## src/rtl/smb_err_pkg.sv

```systemverilog
package smb_err_pkg;
  localparam int ADDR_W    = 7;
  localparam int WORD_W    = 32;
  localparam int SLV_LSB   = 1;
  localparam int MST_LSB   = 9;
  localparam int EXP_LSB   = 17;
  localparam int DONE_BIT  = 24;
  localparam int FLAG_LSB  = 25;
  localparam int NUM_FLAGS = 5;

  // flag order inside the sticky vector (bit FLAG_LSB + index)
  typedef enum int {
    FL_NACK  = 0,
    FL_ARB   = 1,
    FL_MISP  = 2,
    FL_INIT  = 3,
    FL_UNMAP = 4
  } flag_idx_e;
endpackage

```

## src/rtl/arb_loss_tracker.sv

```systemverilog
module arb_loss_tracker #(
  parameter int MAX_LOSSES = 16,
  localparam int CNT_W = (MAX_LOSSES > 2) ? $clog2(MAX_LOSSES) : 1
) (
  input  logic clk,
  input  logic rst_n,
  input  logic lost,
  input  logic won,
  input  logic done,
  output logic retry,
  output logic abort,
  output logic abort_evt
);
  logic [CNT_W-1:0] cnt_q, cnt_d;
  logic             retry_d, abort_d;
  logic             at_limit;

  assign at_limit = (cnt_q == CNT_W'(MAX_LOSSES - 1));

  always_comb begin
    cnt_d   = cnt_q;
    retry_d = 1'b0;
    abort_d = 1'b0;
    if (won || done) begin
      cnt_d = '0;
    end else if (lost) begin
      if (at_limit) begin
        cnt_d   = '0;
        abort_d = 1'b1;
      end else begin
        cnt_d   = cnt_q + 1'b1;
        retry_d = 1'b1;
      end
    end
  end

  assign abort_evt = abort_d;

  always_ff @(posedge clk or negedge rst_n) begin
    if (!rst_n) begin
      cnt_q <= '0;
      retry <= 1'b0;
      abort <= 1'b0;
    end else begin
      if (lost || won || done) cnt_q <= cnt_d;
      retry <= retry_d;
      abort <= abort_d;
    end
  end
endmodule

```

## src/rtl/w1c_flag.sv

```systemverilog
module w1c_flag (
  input  logic clk,
  input  logic rst_n,
  input  logic set,
  input  logic clr,
  output logic q
);
  logic q_d;

  // a hardware set overrides a software clear
  always_comb begin
    q_d = q;
    if (set)      q_d = 1'b1;
    else if (clr) q_d = 1'b0;
  end

  always_ff @(posedge clk or negedge rst_n) begin
    if (!rst_n)         q <= 1'b0;
    else if (set | clr) q <= q_d;
  end
endmodule

```

## src/rtl/exp_addr_reg.sv

```systemverilog
module exp_addr_reg #(
  parameter int W = 7
) (
  input  logic         clk,
  input  logic         rst_n,
  input  logic         wr_en,
  input  logic [W-1:0] wr_val,
  input  logic         lock_in,
  output logic [W-1:0] addr
);
  logic         lock_q;
  logic         upd;
  logic [W-1:0] addr_d;

  assign upd    = wr_en && !lock_q && !lock_in;
  assign addr_d = wr_val;

  always_ff @(posedge clk or negedge rst_n) begin
    if (!rst_n) begin
      lock_q <= 1'b0;
      addr   <= '0;
    end else begin
      if (lock_in) lock_q <= 1'b1;
      if (upd)     addr   <= addr_d;
    end
  end
endmodule

```

## src/rtl/smb_err_status.sv

```systemverilog
module smb_err_status
  import smb_err_pkg::*;
#(
  parameter int MAX_LOSSES = 16
) (
  input  logic              clk,
  input  logic              rst_n,
  input  logic [ADDR_W-1:0] strap_slv_addr,
  input  logic [ADDR_W-1:0] strap_mst_addr,
  input  logic              ioexp_lock,
  input  logic              evt_arb_lost,
  input  logic              evt_arb_won,
  input  logic              evt_nack,
  input  logic              evt_misplaced,
  input  logic              evt_xfer_done,
  input  logic              ld_done,
  input  logic              ld_csum_bad,
  input  logic              ld_no_end_cmd,
  input  logic              ld_unmapped,
  input  logic              wr_en,
  input  logic [WORD_W-1:0] wr_data,
  output logic [WORD_W-1:0] rd_data,
  output logic              arb_retry,
  output logic              arb_abort
);
  logic                 abort_evt;
  logic [NUM_FLAGS-1:0] flag_set, flag_clr, flag_q;
  logic [ADDR_W-1:0]    exp_addr;
  logic                 done_q, done_d, done_set;
  logic                 wr_unused;

  assign wr_unused = ^{wr_data[EXP_LSB-1:0], wr_data[DONE_BIT], wr_data[WORD_W-1:FLAG_LSB+NUM_FLAGS]};

  arb_loss_tracker #(.MAX_LOSSES(MAX_LOSSES)) u_arb (
    .clk(clk), .rst_n(rst_n),
    .lost(evt_arb_lost), .won(evt_arb_won), .done(evt_xfer_done),
    .retry(arb_retry), .abort(arb_abort), .abort_evt(abort_evt)
  );

  always_comb begin
    flag_set           = '0;
    flag_set[FL_NACK]  = evt_nack;
    flag_set[FL_ARB]   = abort_evt;
    flag_set[FL_MISP]  = evt_misplaced;
    flag_set[FL_INIT]  = ld_csum_bad | ld_no_end_cmd;
    flag_set[FL_UNMAP] = ld_unmapped;
  end

  assign flag_clr = wr_en ? wr_data[FLAG_LSB +: NUM_FLAGS] : '0;

  for (genvar i = 0; i < NUM_FLAGS; i++) begin : g_flag
    w1c_flag u_flag (
      .clk(clk), .rst_n(rst_n),
      .set(flag_set[i]), .clr(flag_clr[i]), .q(flag_q[i])
    );
  end

  exp_addr_reg #(.W(ADDR_W)) u_exp (
    .clk(clk), .rst_n(rst_n), .wr_en(wr_en),
    .wr_val(wr_data[EXP_LSB +: ADDR_W]), .lock_in(ioexp_lock), .addr(exp_addr)
  );

  assign done_set = ld_done | ld_csum_bad | ld_no_end_cmd;
  assign done_d   = 1'b1;

  always_ff @(posedge clk or negedge rst_n) begin
    if (!rst_n)        done_q <= 1'b0;
    else if (done_set) done_q <= done_d;
  end

  always_comb begin
    rd_data                          = '0;
    rd_data[SLV_LSB +: ADDR_W]       = strap_slv_addr;
    rd_data[MST_LSB +: ADDR_W]       = strap_mst_addr;
    rd_data[EXP_LSB +: ADDR_W]       = exp_addr;
    rd_data[DONE_BIT]                = done_q;
    rd_data[FLAG_LSB +: NUM_FLAGS]   = flag_q;
  end
endmodule

```

## config.mk

```make
export PLATFORM = sky130hd
export DESIGN_NAME = smb_err_status
export DESIGN_NICKNAME = d
export VERILOG_FILES = /design/src/rtl/smb_err_pkg.sv /design/src/rtl/arb_loss_tracker.sv /design/src/rtl/w1c_flag.sv /design/src/rtl/exp_addr_reg.sv /design/src/rtl/smb_err_status.sv
export SDC_FILE = /design/constraint.sdc
export NUM_CORES = 1
export LEC_CHECK = 0
export BUFFER_PORTS_ARGS = -buffer_cell sky130_fd_sc_hd__buf_2
export CAP_MARGIN = 5
export CORE_ASPECT_RATIO = 2
export CORE_UTILIZATION = 36
export DETAILED_ROUTE_END_ITERATION = 8
export GPL_ROUTABILITY_DRIVEN = 0
export PLACE_DENSITY = 0.79
export SETUP_SLACK_MARGIN = 0.5
export SYNTH_ARGS = -nofsm -noshare
export SYNTH_HDL_FRONTEND = slang
export SYNTH_HIERARCHICAL = 1
export SYNTH_SLANG_ARGS = --single-unit
```

## constraint.sdc

```tcl
create_clock -name clk -period 1.4 [get_ports clk]
set_input_delay 0.07 -clock clk [delete_from_list [all_inputs] [get_ports clk]]
set_output_delay 0.07 -clock clk [all_outputs]
set_load 0.01 [all_outputs]
```

==> metrics.md <==
| Metric | Value |
|---|---|
| Post-synth EDFFs | `0` |
| Worst path top cell family by delay | `flip-flops` |
| Layout fillers | `roughly 240` |
| Max_cap viols | `0` |
| Combinational power share | `0.116` |
| Routed Antenna Nets | `0` |
| Cell count after synthesis | `a little under 90` |
| Async SR Flop Fraction | `1.00` |
| CTS Buffer Depth | `2` |
| I/O pin total | `between 90 and 100` |
| Via Count | `just under 700` |
| Core area | `approximately 2600 um2` |
| Reg-to-reg endpoint | `u_exp/addr[6]` |
| Hold WC Path Type | `in2reg` |
| Worst Skew | `between 5 and 6 ps` |
| TritonCTS buffer count | `3` |
| Fin nets | `around 180` |
| WL/cell | `approximately 12 um` |
| Sum of negative setup slack | `0 ps` |
| Register bit count reported by yosys | `20` |
| CP Launch Type | `flip-flop` |
| ANT cells | `0` |
| Clock sinks | `20` |
| WP data arrival | `1310 ps` |
| Critical path buffers and inverters | `1` |
| Tot Pwr | `~1.3 mW` |
| Drt drc | `0` |
| Worst setup path category | `reg2reg` |
| DRT Pass-1 Iters | `2` |
| Top cells by area, synth | `dfrtp_1, buf_4, mux2_2, a21o_1, and2_1` |
| Status | `complete, no violations` |
| Critical path cell sequence | `nor3b_4, buf_6, mux2_4` |
| RSZ-0062 raised after global routing | `yes` |
| Vias per cell | `between 4 and 5` |
| Reg2reg setup slack | `about 230 ps` |
| Total detailed-routing wirelength | `between 1500 and 2000 um` |
| Hold path startpoint | `evt_nack` |
| # setup viols final | `0` |
| Initial antenna violation count | `0` |
| Max Slew Vio Count | `0` |
| CP Depth | `3` |
| Detailed Place HPWL | `about 1400 um` |
| Clock power frac | `0.420` |
| Post-synth top area share | `0.509` |
| Origin of the critical flop-to-flop path | `u_exp/lock_q` |
| Initial drt markers | `7` |
| Post-synthesis sequential area ratio | `0.509` |
| Worst Path Max Fanout | `7` |
| Clk slew on worst S/H paths | `around 70 ps` |
| Synthesized area | `approximately 1000 um2` |
| Die width | `~39 um` |
| Starting density of the core | `0.383` |
| Total number of H-tree levels | `1` |
| Hold Vio Cnt, Final | `0` |
| Reg2Reg Depth | `3` |
| Unique masters post-synth | `25` |
| Synth area leader | `dfrtp_1` |
| Worst Path Required | `between 1500 and 2000 ps` |
| Pleak | `0.625 nW` |
| Remaining global-route overflow | `0` |
| FMAX | `around 0.85 GHz` |
| WHS Endpoint | `g_flag[0].u_flag/q` |
| PortBufs | `39` |
| All-Layer GR Usage | `0.137` |
| Hold Path Depth | `2` |
| Yosys warns | `6` |
| Sw frac | `0.197` |
| Synth Area per Inst | `approximately 11 um2` |
| Power Density | `about 1100 nW/um2` |
| FP Rows | `26` |
| Max stage delay on crit path | `just over 400 ps` |
| Critical path's slowest cell | `dfrtp_1` |
| Largest net degree at the start of global routing | `21` |
| Synth Flop Type | `dfrtp_1` |
| Sequential share of power | `0.464` |
| Die ar. | `roughly 3000 um2` |
| Die Y | `~76 um` |
| Max VDD drop | `0.539 mV` |
| NetSw | `~260 uW` |
| Crit end category | `flip-flop` |
| Clk_lat worst skew | `250 ps` |
| CTS tree | `yes` |
| Area grow syn2layout | `26.5%` |
| Placed cell count | `139` |
| Top cells by count, synth | `buf_4, dfrtp_1, mux2_2` |
| Vias in the first global route | `approximately 730` |
| Clock period minus worst slack | `approximately 1200 ps` |
| Final Non-Filler Cells | `between 100 and 150` |
| First-pass GRT wire length | `around 2900 um` |
| Root Driver | `clkbuf_8` |
| Layout cell share with drive strength beyond 1 | `0.492` |
| Int Pwr | `between 1 and 1.5 mW` |
| Final period utilization | `0.839` |
[state kept, by name, indices dropped and copies added, names as in the netlist]
name / cells
u_exp/lock_q: 1
u_exp/addr: 7
g_flag.u_flag/q: 5
done_q: 1
u_arb/abort: 1
u_arb/retry: 1
u_arb/cnt_q: 4
[per-stage QoR]
step                setup WS, ps  cell area, um2   util  hold WS, ps
global placement             161            1100  0.427         31.4
floorplan                    226            1020      -         -226
CTS                          205            1240  0.484         2.37
detailed placement           141            1100  0.427         39.5
global route                 174            1240  0.484         3.10
finish                       225            1240  0.484         7.53
[cell families after synthesis]
logic type / count (synthesis) / synth area share
other: 1 / 0.00381
adders and majority gates: 1 / 0.0127
xor gates and xnor gates: 1 / 0.00891
AOI/OAI and AO/OA: 9 / 0.0585
DFF: 20 / 0.509
muxes: 8 / 0.0903
and+or+nand+nor: 23 / 0.141
buffers and inverters: 26 / 0.176
[layout by cell type, fill, tap and decap left out, types with 2 or more instances in the layout]
| cell type | count |
|---|---|
| nor2_1 | 3 |
| inv_1 | 5 |
| a21o_1 | 5 |
| nand2_1 | 4 |
| dfrtp_1 | 20 |
| clkbuf_8 | 3 |
| buf_2 | 39 |
| a21oi_1 | 3 |
| mux2_4 | 7 |
| conb_1 | 5 |
| dlygate4sd3_1 | 3 |
| and2_1 | 5 |
| or2_2 | 2 |
[how the worst max path moves through the flow]
stage                               end    startpoint  slack [ps]
after global routing      u_exp/addr[4]  u_exp/lock_q         170
after global placement    u_exp/addr[4]  u_exp/lock_q         160
after CTS                 u_exp/addr[1]  u_exp/lock_q         210
after detailed placement  u_exp/addr[2]  u_exp/lock_q         140
final                     u_exp/addr[6]  u_exp/lock_q         230
after floorplan           u_exp/addr[0]  u_exp/lock_q         230
[power by group through the flow]
stage	Clock, mW	Sequential (mW)	Combinational (mW)
after global placement	0	0.628	0.132
after floorplan	0	0.642	0.0975
final	0.559	0.619	0.155
after detailed placement	0	0.630	0.138
after CTS	0.580	0.619	0.156
after global routing	0.600	0.623	0.173
[area by class of cell]
type | count | area (um2) | share of cell area
sequential | 20 | 500 | 0.402
multi-input combinational | 47 | 374 | 0.301
tap | 28 | 35.0 | 0.0282
clock buffer | 3 | 41.3 | 0.0332
clock inverter | 1 | 30.0 | 0.0241
timing repair buffer | 44 | 244 | 0.196
inverter | 5 | 18.8 | 0.0151
[layer usage]
| metal | vias to the layer above | routed length, um | global-route usage | part of all wire |
|---|---|---|---|---|
| met5 | - | 0 | 0 | 0 |
| met4 | 0 | 22 | 0.0759 | 0.012 |
| met3 | 6 | 98 | 0.0205 | 0.053 |
| met2 | 19 | 1080 | 0.253 | 0.59 |
| met1 | 337 | 644 | 0.126 | 0.35 |
| li1 | 322 | - | - | - |
[what timing repair did]
action | 4_1_cts | 5_1_grt
hold buffers | 3 | 0
pin swaps | 1 | 1
endpoints found under the hold margin | 22 | 0
endpoints found under the setup margin | 15 | 15
setup buffers | 2 | 0
resized for setup | 8 | 0
No activity file was read; power rests on OpenSTA's default activity.
